<file path="src/rtl/scanline_irq_pkg.sv">
package scanline_irq_pkg;
  typedef enum logic [2:0] {
    OP_NONE  = 3'd0,
    OP_LOAD  = 3'd1,
    OP_LATCH = 3'd2,
    OP_ACK   = 3'd3,
    OP_ARM   = 3'd4
  } reg_op_e;
endpackage

</file>
<file path="src/rtl/scanline_irq_decode.sv">
module scanline_irq_decode
  import scanline_irq_pkg::*;
#(
  parameter int ADDR_W = 16,
  parameter logic [ADDR_W-1:0] SEL_MASK   = 16'hE001,
  parameter logic [ADDR_W-1:0] LOAD_ADDR  = 16'hC000,
  parameter logic [ADDR_W-1:0] LATCH_ADDR = 16'hC001,
  parameter logic [ADDR_W-1:0] ACK_ADDR   = 16'hE000,
  parameter logic [ADDR_W-1:0] ARM_ADDR   = 16'hE001
) (
  input  logic              wr_en,
  input  logic [ADDR_W-1:0] wr_addr,
  output reg_op_e           op
);
  logic [ADDR_W-1:0] masked;

  assign masked = wr_addr & SEL_MASK;

  always_comb begin
    op = OP_NONE;
    if (wr_en) begin
      if (masked == LOAD_ADDR)       op = OP_LOAD;
      else if (masked == LATCH_ADDR) op = OP_LATCH;
      else if (masked == ACK_ADDR)   op = OP_ACK;
      else if (masked == ARM_ADDR)   op = OP_ARM;
    end
  end
endmodule

</file>
<file path="src/rtl/scanline_irq_counter.sv">
module scanline_irq_counter
  import scanline_irq_pkg::*;
#(
  parameter int DATA_W    = 8,
  parameter int LINE_W    = 9,
  parameter int LAST_LINE = 239,
  localparam int CNT_W    = DATA_W + 2
) (
  input  logic              clk,
  input  logic              rst_n,
  input  reg_op_e           op,
  input  logic [DATA_W-1:0] wr_data,
  input  logic              line_stb,
  input  logic [LINE_W-1:0] line_num,
  input  logic              render_on,
  output logic              fire
);
  localparam logic [CNT_W-1:0] CNT_FLOOR = {1'b1, {(CNT_W-1){1'b0}}};
  localparam logic [LINE_W-1:0] LAST_L   = LINE_W'(LAST_LINE);

  logic [CNT_W-1:0]  cnt;
  logic [DATA_W-1:0] latch;
  logic              armed;
  logic              line_vis;
  logic              nonpos;
  logic              no_op;

  assign line_vis = line_stb && (line_num <= LAST_L);
  assign nonpos   = cnt[CNT_W-1] || (cnt == '0);
  assign no_op    = (op == OP_NONE);
  assign fire     = no_op && line_vis && armed && nonpos;

  always_ff @(posedge clk) begin
    if (!rst_n) begin
      cnt   <= '0;
      latch <= '0;
      armed <= 1'b0;
    end else begin
      unique case (op)
        OP_LOAD:  cnt <= {2'b00, wr_data};
        OP_LATCH: latch <= wr_data;
        OP_ACK: begin
          cnt   <= {2'b00, latch};
          armed <= 1'b0;
        end
        OP_ARM:   armed <= 1'b1;
        default: begin
          if (line_vis && !(armed && nonpos) && render_on && (cnt != CNT_FLOOR))
            cnt <= cnt - 1'b1;
        end
      endcase
    end
  end


  off_line_chk: assert property (@(posedge clk) disable iff (!rst_n)
    (line_stb && line_num > LAST_L && no_op) |=> ($stable(cnt) && $stable(armed) && $stable(latch)));


  hold_at_fire_chk: assert property (@(posedge clk) disable iff (!rst_n)
    (line_vis && armed && nonpos && no_op) |=> $stable(cnt));


  no_render_chk: assert property (@(posedge clk) disable iff (!rst_n)
    (line_vis && !render_on && no_op) |=> $stable(cnt));


  latch_load_chk: assert property (@(posedge clk) disable iff (!rst_n)
    (op == OP_LATCH) |=> (latch == $past(wr_data) && $stable(cnt) && $stable(armed)));


  arm_set_chk: assert property (@(posedge clk) disable iff (!rst_n)
    (op == OP_ARM) |=> armed);


  floor_hold_chk: assert property (@(posedge clk) disable iff (!rst_n)
    (cnt == CNT_FLOOR && no_op) |=> (cnt == CNT_FLOOR));
endmodule

</file>
<file path="src/rtl/scanline_irq_flag.sv">
module scanline_irq_flag (
  input  logic clk,
  input  logic rst_n,
  input  logic fire,
  input  logic ack,
  output logic irq
);
  always_ff @(posedge clk) begin
    if (!rst_n)    irq <= 1'b0;
    else if (ack)  irq <= 1'b0;
    else if (fire) irq <= 1'b1;
  end


  ack_clear_chk: assert property (@(posedge clk) disable iff (!rst_n)
    ack |=> !irq);


  irq_hold_chk: assert property (@(posedge clk) disable iff (!rst_n)
    (irq && !ack) |=> irq);


  irq_rise_chk: assert property (@(posedge clk) disable iff (!rst_n)
    $rose(irq) |-> $past(fire));
endmodule

</file>
<file path="src/rtl/scanline_irq_unit.sv">
module scanline_irq_unit
  import scanline_irq_pkg::*;
#(
  parameter int ADDR_W    = 16,
  parameter int DATA_W    = 8,
  parameter int LINE_W    = 9,
  parameter int LAST_LINE = 239
) (
  input  logic              clk,
  input  logic              rst_n,
  input  logic              wr_en,
  input  logic [ADDR_W-1:0] wr_addr,
  input  logic [DATA_W-1:0] wr_data,
  input  logic              line_stb,
  input  logic [LINE_W-1:0] line_num,
  input  logic              render_on,
  output logic              irq
);
  reg_op_e op;
  logic    fire;

  scanline_irq_decode #(.ADDR_W(ADDR_W)) u_dec (
    .wr_en   (wr_en),
    .wr_addr (wr_addr),
    .op      (op)
  );

  scanline_irq_counter #(
    .DATA_W    (DATA_W),
    .LINE_W    (LINE_W),
    .LAST_LINE (LAST_LINE)
  ) u_cnt (
    .clk       (clk),
    .rst_n     (rst_n),
    .op        (op),
    .wr_data   (wr_data),
    .line_stb  (line_stb),
    .line_num  (line_num),
    .render_on (render_on),
    .fire      (fire)
  );

  scanline_irq_flag u_flag (
    .clk   (clk),
    .rst_n (rst_n),
    .fire  (fire),
    .ack   (op == OP_ACK),
    .irq   (irq)
  );
endmodule

</file>
<file path="config.mk">
export PLATFORM = sky130hd
export DESIGN_NAME = scanline_irq_unit
export DESIGN_NICKNAME = d
export VERILOG_FILES = /design/src/rtl/scanline_irq_pkg.sv /design/src/rtl/scanline_irq_decode.sv /design/src/rtl/scanline_irq_counter.sv /design/src/rtl/scanline_irq_flag.sv /design/src/rtl/scanline_irq_unit.sv
export SDC_FILE = /design/constraint.sdc
export NUM_CORES = 1
export LEC_CHECK = 0
export BUFFER_PORTS_ARGS = -buffer_cell sky130_fd_sc_hd__buf_4
export CAP_MARGIN = 5
export CORE_MARGIN = 10
export CORE_UTILIZATION = 54
export DETAILED_ROUTE_END_ITERATION = 7
export PLACE_DENSITY_LB_ADDON = 0.05
export SLEW_MARGIN = 20
export SYNTH_ARGS = -nofsm -noshare
export SYNTH_HDL_FRONTEND = slang
export SYNTH_SLANG_ARGS = --single-unit
</file>
<file path="constraint.sdc">
create_clock -name clk -period 5.8 [get_ports clk]
set_clock_uncertainty 0.15 [all_clocks]
set_input_delay 0.29 -clock clk [delete_from_list [all_inputs] [get_ports clk]]
set_output_delay 0.29 -clock clk [all_outputs]
set_load 0.05 [all_outputs]
</file>
==> run_results.csv, run 1 <==
group,metric,value,unit
pwr,peakVddDrop,0.122,mV
global_route,grt_pass1_wl,4.57,mm
yosys,synth_area_leader_cell,"dfxtp_1",
pwr,swShare,0.288,
yosys,avgSynthCellArea,9.19,sq um
drt,first_pass_iters,4,
global_route,grt_max_degree,22,
drt,dr_total_vias,1083,
yosys,ys.flop_type,"dfxtp_1",
timing,finalHoldViolCount,0,
placement,placedInstanceArea,0.00138,sq mm
setup_path,critPathSlowestCell,"o2111a_1",
pwr,power_frac_seq,0.532,
yosys,yosys.area_share.simple,0.287,
floorplanning,core_area,0.00219,sq mm
global_route,grt_pass1_vias,1056,
pwr,power_frac_comb,0.233,
cells_and_area,nets,193,
setup_path,critical_path_buf_inv_count,0,
run,maxCapViolCount,0,
yosys,synth_top_family_by_area,"simple AND/OR/NAND/NOR gates",
setup_path,worst_ep_arrival_time,2.24,ns
drt,routedWlPerCell,15.9,microns
placement,gp_congestion,0.859,
drt,viasPerCell,6.05,
floorplanning,rows,17,
timing,max-slew-margin-rel,0.534,
timing,timing.final.crit_share,0.378,
cells_and_area,syn_to_final_growth,13.8,%
yosys,ys_types,42,
timing,setup_viol,0,
timing,slew_viol_final,0,
setup_path,critPathCaptureType,"flop",
setup_path,crit_type,"reg -> reg",
timing,setup_tns,0,ns
drt,met2_length,1.43,mm
yosys,synthXorXnorAreaFrac,0,
drt,routedLengthMet1,1.26,mm
drt,route.detailed.drc,0,
setup_path,max_stage_delay,0.65,ns
clocking,clkTransAtPathRegs,0.11,ns
global_route,antenna_found_initial,0,
pwr,p_per_area,200,mW/mm^2
timing,max_slew.worst_pin.slew,0.696,ns
clocking,cts_root_buf,"clkbuf_4",
yosys,synthesis.instances,134,
pwr,p_int,0.200,mW
pwr,leakage,0.530,nW
yosys,synth_mux_area_frac,0.157,
setup_path,crit_family,"compound AO/OA/AOI/OAI gates",
clocking,htree_levels,1,
yosys,ys_warn_count,0,
yosys,synth.top_cells.by_area,"dfxtp_1 33%, mux2i_1 8.9%, nor2b_1 5.6%",
global_route,gr-total-overflow,0,
yosys,seq_area_frac_synth,0.325,
clocking,clkSinkCount,20,
setup_path,critPathLaunch,"u_cnt.cnt[4]$_SDFFE_PN0P_",
floorplanning,fp.dieW,67.8,microns
timing,fmax,456,MHz
setup_path,crit_path_cell_trace,"nor4_2 -> o2111a_1 -> nor4b_2 -> mux2_4",
pwr,p_clk_frac,0.234,
clocking,ctsResizeCount,0,
floorplanning,start_util,0.562,
clocking,clock_latency,0.30,ns
clocking,postCtsHoldBufs,0,
floorplanning,die_area,0.00459,sq mm
timing,rsz0062_at_grt,"false",
setup_path,start_kind,"flop",
global_route,grt.total_usage,0.125,
yosys,synth_edf_count,0,
cells_and_area,drive_above_1_share,0.258,
yosys,synth_most_common_cell,"dfxtp_1",
drt,drtIter0Drc,62,
yosys,syn-num-nets,174,
yosys,synth_compound_area_frac,0.153,
placement,portBuffers,22,
drt,drt_wl_total,2.85,mm
cells_and_area,postLayoutCellArea,0.00140,sq mm
setup_path,worstPathMaxFanout,19,
setup_path,crit_required,5.85,ns
timing,fin_crit,2.19,ns
clocking,clockBufferDepth,2,
yosys,synth_top_cells_by_count,"20 x dfxtp_1, 11 x mux2i_1, 11 x nor2b_1",
drt,drtAntennaViolNets,0,
min_path,hp-class,"in -> reg",
yosys,synthArstFlopShare,0,
placement,hpwl,2.02,mm
drt,dr.max_layer_used,"met4",
yosys,syn_area,0.00123,sq mm
outcome,status,"finished clean",
clocking,tritoncts,"yes",
yosys,ys_seq_elements,20,
clocking,cts_setup_buffers,0,
pwr,p_sw,0.0810,mW
yosys,synth_top_area_share,0.325,
min_path,min_from,"wr_data[7]",
floorplanning,fp.dieH,67.8,microns
setup_path,r2r_start,"u_cnt.cnt[4]$_SDFFE_PN0P_",
clocking,numCtsBuffers,3,
placement,pre_cts_ws,3.59,ns
yosys,synthAdderAreaFrac,0.0203,
cells_and_area,utilization,0.640,
timing,fin_ws,3.61,ns
drt,wl_met3,134,microns
floorplanning,pin_count,39,
cells_and_area,n_antenna_cell,0,
==> cell usage in the layout, fill, tap and decap left out, types with 4 or more instances in the layout <==
cell     synthesis  routed
dfxtp_1         20      20
nor2b_1         11      11
mux2_2           6       6
o21ai_0          7       7
nor2_1           9       9
a31oi_1          5       5
nand3_1          4       4
nand4_1          4       4
buf_4            0      23
nor4_1           4       4
mux2i_1         11      11
==> metal layers <==
layer | track usage | vias to the layer above
li1 | - | 544
met1 | 0.144 | 511
met2 | 0.215 | 24
met3 | 0.0281 | 4
met4 | 0.0538 | 0
met5 | 0 | -
==> kinds of logic after synthesis <==
logic type                 count (synthesis)
buffers and inverters                     12
DFF                                       20
adders and majority gates                  2
and+or+nand+nor                           55
AOI/OAI and AO/OA                         27
muxes                                     18
==> power groups by stage <==
| stage | logic (mW) | clock network [mW] | registers [mW] |
|---|---|---|---|
| after CTS | 0.0653 | 0.0681 | 0.149 |
| after detailed placement | 0.0650 | 0 | 0.152 |
| final | 0.0655 | 0.0658 | 0.150 |
| after global routing | 0.0724 | 0.0730 | 0.151 |
| after floorplan | 0.0464 | 0 | 0.151 |
| after global placement | 0.0626 | 0 | 0.152 |
==> cell type report <==
cell class | instances | area [sq um]
flip-flops and latches | 20 | 400
multi-input cells | 102 | 759
repair buffers | 23 | 173
well taps | 28 | 35.0
fillers | 211 | 790
inverters | 3 | 11.3
clock buffers | 3 | 22.5
==> sequential cells by signal, indices dropped and copies added, names as in the netlist <==
signal,cells
u_cnt.cnt,10
u_cnt.latch,8
u_cnt.armed,1
u_flag.irq,1
==> stage by stage <==
step	hold slack, ns	std cells	power, mW
floorplan	0.306	134	0.197
global placement	0.321	176	0.215
detailed placement	0.343	176	0.217
CTS	0.0994	179	0.283
global route	0.110	179	0.296
finish	0.102	179	0.281
==> final timing paths <==
path                                       to  slack (ns)  depth (start not counted)
setup / recovery    u_cnt.cnt[4]$_SDFFE_PN0P_        3.61                          4
hold / removal    u_cnt.latch[7]$_SDFFE_PN0N_        0.10                          3
setup reg to reg    u_cnt.cnt[4]$_SDFFE_PN0P_        3.61                          4
hold reg to reg     u_cnt.cnt[8]$_SDFFE_PN0P_        0.35                          2
==> worst min-delay path, stage by stage <==
cell and delay [ns]:
buf_4 0.08, mux2i_1 0.05, nor2b_1 0.09
Note: power is estimated with default switching activity, not from simulation.
==> run 2: changes to the inputs <==
--- a/config.mk
+++ b/config.mk
@@ -5,10 +5,11 @@
 export SDC_FILE = /design/constraint.sdc
 export NUM_CORES = 1
 export LEC_CHECK = 0
+export ABC_AREA = 1
 export BUFFER_PORTS_ARGS = -buffer_cell sky130_fd_sc_hd__buf_4
 export CAP_MARGIN = 5
 export CORE_MARGIN = 10
-export CORE_UTILIZATION = 54
+export CORE_UTILIZATION = 45
 export DETAILED_ROUTE_END_ITERATION = 7
 export PLACE_DENSITY_LB_ADDON = 0.05
 export SLEW_MARGIN = 20
==> constraint.sdc (replaced) <==
create_clock -name clk -period 2 [get_ports clk]
set_clock_uncertainty 0.15 [all_clocks]
set_input_delay 0.1 -clock clk [delete_from_list [all_inputs] [get_ports clk]]
set_output_delay 0.1 -clock clk [all_outputs]
set_load 0.05 [all_outputs]
==> run 2 against run 1 <==
Cell count up 49%. Largest cell class unchanged. Critical endpoint is now u_cnt.latch[6]$_SDFFE_PN0N_. Synthesized cell count rose by 48%. Sequential share of layout area fell by 4.4 points.
==> run_results.csv, run 2 <==
group,metric,value,unit
outcome,status,"finished clean",
cells_and_area,layout_commonest_cell,"nor2_1",
drt,first_pass_iters,4,
cells_and_area,largest_reg_flops,10,
timing,finalHoldViolCount,0,
yosys,synth_most_common_cell,"nor2_1",
clocking,clock_latency,0.31,ns
timing,setup_tns,0,ns
floorplanning,pin_count,39,
setup_path,crit_type,"in -> reg",
timing,max_slew.worst_pin.slew,0.298,ns
yosys,synth_area_leader_cell,"dfxtp_1",
yosys,synth_top_cells_by_count,"37 x nor2_1, 32 x nand2_1, 25 x inv_1",
placement,hpwl,2.43,mm
global_route,grt_pass1_wl,5.67,mm
drt,routedWlPerCell,12.2,microns
pwr,peakVddDrop,0.718,mV
clocking,clkTransAtPathRegs,0.12,ns
yosys,syn_area,0.00127,sq mm
pwr,p_sw,0.317,mW
pwr,leakage,0.764,nW
yosys,synthAdderAreaFrac,0.0196,
floorplanning,core_area,0.00273,sq mm
drt,dr_total_vias,1340,
placement,portBuffers,22,
placement,placedInstanceArea,0.00145,sq mm
cells_and_area,drive_above_1_share,0.196,
yosys,synthesis.instances,198,
yosys,seq_area_frac_synth,0.314,
setup_path,start_kind,"input port",
drt,viasPerCell,5.04,
setup_path,worstPathMaxFanout,13,
yosys,ys_warn_count,0,
floorplanning,fp.dieH,73.2,microns
setup_path,critPathSlowestCell,"dlygate4sd3_1",
yosys,ys_seq_elements,20,
yosys,synth_edf_count,0,
clocking,numCtsBuffers,3,
cells_and_area,top_regs,"u_cnt.cnt: 10 flops, u_cnt.latch: 8 flops",
setup_path,max_stage_delay,0.58,ns
yosys,ys_types,25,
floorplanning,die_area,0.00536,sq mm
yosys,synth_compound_area_frac,0.154,
timing,timing.final.crit_share,0.962,
yosys,synthArstFlopShare,0,
cells_and_area,final_cell_mix,"37 x nor2_1, 31 x nand2_1, 25 x inv_1",
yosys,syn-num-nets,238,
drt,drtAntennaViolNets,0,
placement,gp_congestion,0.851,
clocking,cts_setup_buffers,0,
global_route,gr-total-overflow,0,
yosys,ys.flop_type,"dfxtp_1",
global_route,grt_pass1_vias,1330,
cells_and_area,n_antenna_cell,0,
pwr,swShare,0.297,
clocking,clkSinkCount,20,
pwr,p_clk_frac,0.321,
yosys,synth_top_area_share,0.314,
drt,route.detailed.drc,0,
floorplanning,rows,19,
setup_path,critPathCaptureType,"flop",
clocking,clockBufferDepth,2,
yosys,synthXorXnorAreaFrac,0.0275,
global_route,grt_max_degree,16,
yosys,yosys.area_share.simple,0.360,
global_route,antenna_found_initial,0,
cells_and_area,nets,276,
setup_path,cpMostUsedCell,"dlygate4sd3_1",
setup_path,crit_required,2.06,ns
cells_and_area,postLayoutCellArea,0.00166,sq mm
clocking,cts_root_buf,"clkbuf_4",
yosys,synth_mux_area_frac,0.0157,
drt,drt_wl_total,3.23,mm
pwr,p_int,0.748,mW
clocking,htree_levels,1,
drt,drtIter0Drc,79,
setup_path,crit_path_cell_trace,"dlygate4sd3_1 -> buf_4 -> inv_1 -> nand2_2 -> o21ai_1 -> dlygate4sd3_1 -> a21oi_1",
floorplanning,start_util,0.466,
cells_and_area,top_register,"u_cnt.cnt",
global_route,grt.total_usage,0.131,
timing,fin_crit,1.92,ns
pwr,power_frac_comb,0.272,
cells_and_area,syn_to_final_growth,30.1,%
min_path,hp-class,"in -> reg",
timing,slew_viol_final,0,
timing,fmax,520,MHz
pwr,fin_total_pwr,1.07,mW
timing,max-slew-margin-rel,0.801,
setup_path,worst_ep_arrival_time,1.99,ns
run,maxCapViolCount,0,
floorplanning,fp.dieW,73.2,microns
clocking,tritoncts,"yes",
yosys,synth_top_family_by_area,"simple AND/OR/NAND/NOR gates",
yosys,synth.top_cells.by_area,"dfxtp_1 31%, nor2_1 11%, nand2_1 9.4%",
pwr,power_frac_seq,0.407,
timing,setup_viol,0,
cells_and_area,utilization,0.606,
pwr,p_per_area,643,mW/mm^2
yosys,avgSynthCellArea,6.43,sq um
-- run 2: timing repair --
action	in CTS	in global routing
gates resized for setup	0	3
endpoints found under the setup margin	0	6
hold buffers	14	1
endpoints found under the hold margin	14	1
-- run 2: power groups by stage --
stage,logic (mW),registers [mW],clock network (mW)
2_1_floorplan,0.196,0.440,0
3_3_place_gp,0.257,0.442,0
3_5_place_dp,0.263,0.443,0
4_1_cts,0.286,0.434,0.350
5_1_grt,0.333,0.437,0.371
6_report,0.290,0.434,0.341
-- run 2: per-layer routing --
metal	part of all wire	up-vias	GRT usage
met4	0.0050	0	0.0295
met2	0.53	17	0.245
li1	-	708	-
met1	0.42	613	0.137
met3	0.044	2	0.0449
met5	0	-	0
-- run 2: final cells by class --
class,count,area [sq um]
Clock buffer,3,22.5
Tap cell,31,38.8
Fill cell,261,1080
Inverter,28,105
Sequential cell,20,400
Multi-Input combinational cell,145,737
Clock inverter,1,30.0
Timing Repair Buffer,38,323
-- run 2: path summary, 6_finish.rpt --
kind / end / slack (ns) / depth (start not counted) / from
max: u_cnt.latch[6]$_SDFFE_PN0N_ / 0.08 / 7 / wr_addr[13]
min: u_cnt.latch[1]$_SDFFE_PN0N_ / 0.02 / 3 / wr_data[1]
max reg2reg: u_cnt.cnt[1]$_SDFFE_PN0P_ / 0.30 / 12 / u_cnt.cnt[0]$_SDFFE_PN0P_
min reg2reg: u_cnt.latch[0]$_SDFFE_PN0N_ / 0.30 / 2 / u_cnt.latch[0]$_SDFFE_PN0N_
-- run 2: logic make-up after synthesis --
kind of cell,count (synthesis)
simple gates,100
buf+inv,33
compound gates,37
flops,20
mux,2
fa+ha+maj,2
xor+xnor,4
-- run 2: worst max-delay path, delay by kind of cell --
| kind | cells | cell delay [ns] |
|---|---|---|
| buffers and inverters | 4 | 1.47 |
| AO/OA/AOI/OAI | 2 | 0.22 |
| AND/OR/NAND/NOR | 1 | 0.19 |
-- run 2: per-stage QoR --
stage	worst slack, ns	hold slack (ns)	std cells
CTS	0.0241	0.00805	265
floorplan	0.429	0.0884	198
finish	0.0762	0.0219	266
detailed placement	0.309	0.234	247
global placement	0.350	0.215	247
global route	-0.00474	0.0110	266
==> run 3: changes to the inputs <==
--- a/config.mk
+++ b/config.mk
@@ -8,6 +8,7 @@
 export ABC_AREA = 1
 export BUFFER_PORTS_ARGS = -buffer_cell sky130_fd_sc_hd__buf_4
 export CAP_MARGIN = 5
+export CORE_ASPECT_RATIO = 0.9
 export CORE_MARGIN = 10
 export CORE_UTILIZATION = 45
 export DETAILED_ROUTE_END_ITERATION = 7
==> constraint.sdc (replaced) <==
create_clock -name clk -period 2 [get_ports clk]
set_clock_uncertainty 0.15 [all_clocks]
set_input_delay 0.1 -clock clk [delete_from_list [all_inputs] [get_ports clk]]
set_output_delay 0.1 -clock clk [all_outputs]
set_load 0.005 [all_outputs]
==> run 3 against run 2 <==
Combinational power fell by 3%. Global-route usage is 1.4 points lower. Register-to-register slack improved by 0.02 ns. Sequential power about the same. Sequential share of layout area is 0.47 points higher. Via count fell by 1.3%. First-iteration DRC count rose by 6.3%. Critical path type is now reg -> reg. Largest cell class unchanged.
==> run_results.csv, run 3 (synthesis gave the netlist of run 2 again) <==
group,metric,value,unit
cells_and_area,n_antenna_cell,0,
cells_and_area,top_regs,"u_cnt.cnt: 10 flops, u_cnt.latch: 8 flops",
clocking,cts_root_buf,"clkbuf_4",
clocking,cts_setup_buffers,0,
setup_path,crit_path_cell_trace,"inv_1 -> ha_1 -> nand2_1 -> nor2_2 -> nand2_2 -> nand2_2 -> nand2_2 -> nand2_4 -> nand2_4 -> nor2_1 -> nor2_1",
drt,drtAntennaViolNets,0,
timing,holdWs,0.0215,ns
clocking,htree_levels,1,
setup_path,start_kind,"flop",
global_route,grt.total_usage,0.117,
timing,max_slew.worst_pin.slew,0.371,ns
placement,portBuffers,22,
drt,routedWlPerCell,11.5,microns
placement,gp_congestion,0.842,
drt,first_pass_iters,4,
setup_path,worstPathMaxFanout,13,
cells_and_area,nets,272,
timing,fin_crit,1.68,ns
global_route,grt_pass1_wl,5.36,mm
cells_and_area,drive_above_1_share,0.195,
timing,setup_viol,0,
run,maxCapViolCount,0,
cells_and_area,syn_to_final_growth,27.6,%
placement,pre_cts_ws,0.343,ns
floorplanning,core_area,0.00273,sq mm
pwr,fin_total_pwr,1.05,mW
setup_path,worst_ep_arrival_time,1.74,ns
clocking,clock_latency,0.31,ns
floorplanning,rows,18,
setup_path,crit_type,"reg -> reg",
min_path,hp-class,"in -> reg",
outcome,status,"finished clean",
clocking,clkTransAtPathRegs,0.12,ns
clocking,numCtsBuffers,3,
timing,rsz0062_at_grt,"false",
timing,fmax,596,MHz
pwr,p_per_area,647,mW/mm^2
clocking,postCtsHoldBufs,11,
timing,fin_ws,0.322,ns
cells_and_area,postLayoutCellArea,0.00163,sq mm
cells_and_area,layout_commonest_cell,"nor2_1",
cells_and_area,largest_reg_flops,10,
setup_path,r2r_setup_slack,0.32,ns
clocking,ctsResizeCount,0,
floorplanning,fp.dieH,70.5,microns
floorplanning,die_area,0.00536,sq mm
global_route,grt_pass1_vias,1249,
setup_path,critPathCaptureType,"flop",
timing,max-slew-margin-rel,0.752,
global_route,grt_max_degree,16,
drt,dr_total_vias,1322,
cells_and_area,fillCellCount,267,
cells_and_area,final_cell_mix,"37 x nor2_1, 32 x nand2_1, 25 x inv_1",
floorplanning,pin_count,39,
setup_path,critPathSlowestCell,"dfxtp_1",
drt,drtIter0Drc,84,
pwr,leakage,0.747,nW
pwr,peakVddDrop,0.488,mV
placement,placedInstanceArea,0.00146,sq mm
global_route,antenna_found_initial,0,
global_route,gr-total-overflow,0,
setup_path,crit_required,2.06,ns
timing,timing.final.crit_share,0.839,
drt,route.detailed.drc,0,
drt,viasPerCell,4.88,
timing,finalHoldViolCount,0,
setup_path,max_stage_delay,0.36,ns
floorplanning,fp.dieW,76.1,microns
drt,drt_wl_total,3.11,mm
clocking,tritoncts,"yes",
clocking,clkSinkCount,20,
timing,slew_viol_final,0,
floorplanning,start_util,0.467,
cells_and_area,top_register,"u_cnt.cnt",
clocking,clockBufferDepth,2,
setup_path,cpMostUsedCell,"nand2_2",
timing,setup_tns,0,ns
placement,hpwl,2.41,mm
## run 3: cell types whose count changed in the layout (fill, tap and decap cells not counted), sizes merged
cell         change
dlygate4sd3      -4
## run 3: path summary, 6_finish.rpt
path | startpoint | cells after the start | endpoint
worst max-delay path | u_cnt.cnt[0]$_SDFFE_PN0P_ | 11 | u_cnt.cnt[5]$_SDFFE_PN0P_
worst min-delay path | wr_data[3] | 3 | u_cnt.latch[3]$_SDFFE_PN0N_
worst max register to register | u_cnt.cnt[0]$_SDFFE_PN0P_ | 11 | u_cnt.cnt[5]$_SDFFE_PN0P_
worst min register to register | u_cnt.latch[0]$_SDFFE_PN0N_ | 2 | u_cnt.latch[0]$_SDFFE_PN0N_
## run 3: stage by stage
stage,cells,utilization
5_1_grt,271,0.596
2_1_floorplan,198,-
4_1_cts,271,0.596
3_3_place_gp,256,0.537
6_report,271,0.596
3_5_place_dp,256,0.537
## run 3: power by group
| group | internal (mW) | leakage (nW) | total, mW | switching (mW) |
|---|---|---|---|---|
| registers | 0.417 | 0.163 | 0.434 | 0.0174 |
| clock network | 0.203 | 0.0279 | 0.338 | 0.135 |
| logic | 0.123 | 0.557 | 0.280 | 0.157 |
| total | 0.743 | 0.747 | 1.05 | 0.309 |
## run 3: cell type report
class / instances / area, sq um / area share
flip-flops and latches: 20 / 400 / 0.246
clock inverters: 1 / 30.0 / 0.0185
multi-input cells: 145 / 734 / 0.452
well taps: 40 / 50.0 / 0.0308
repair buffers: 34 / 283 / 0.174
inverters: 28 / 105 / 0.0647
clock buffers: 3 / 22.5 / 0.0139
## run 3: critical path: cells and delay by family, from the launching register on
kind | cells | cell delay [ns]
flops | 1 | 0.36
buf+inv | 1 | 0.08
fa+ha+maj | 1 | 0.19
simple gates | 9 | 0.80
## run 3: per-layer routing
| layer | part of all wire | track usage | vias to the layer above |
|---|---|---|---|
| met5 | 0 | 0 | - |
| met4 | 0.0090 | 0.0268 | 0 |
| met3 | 0.049 | 0.0345 | 4 |
| met2 | 0.50 | 0.210 | 28 |
| met1 | 0.45 | 0.133 | 592 |
| li1 | - | - | 698 |
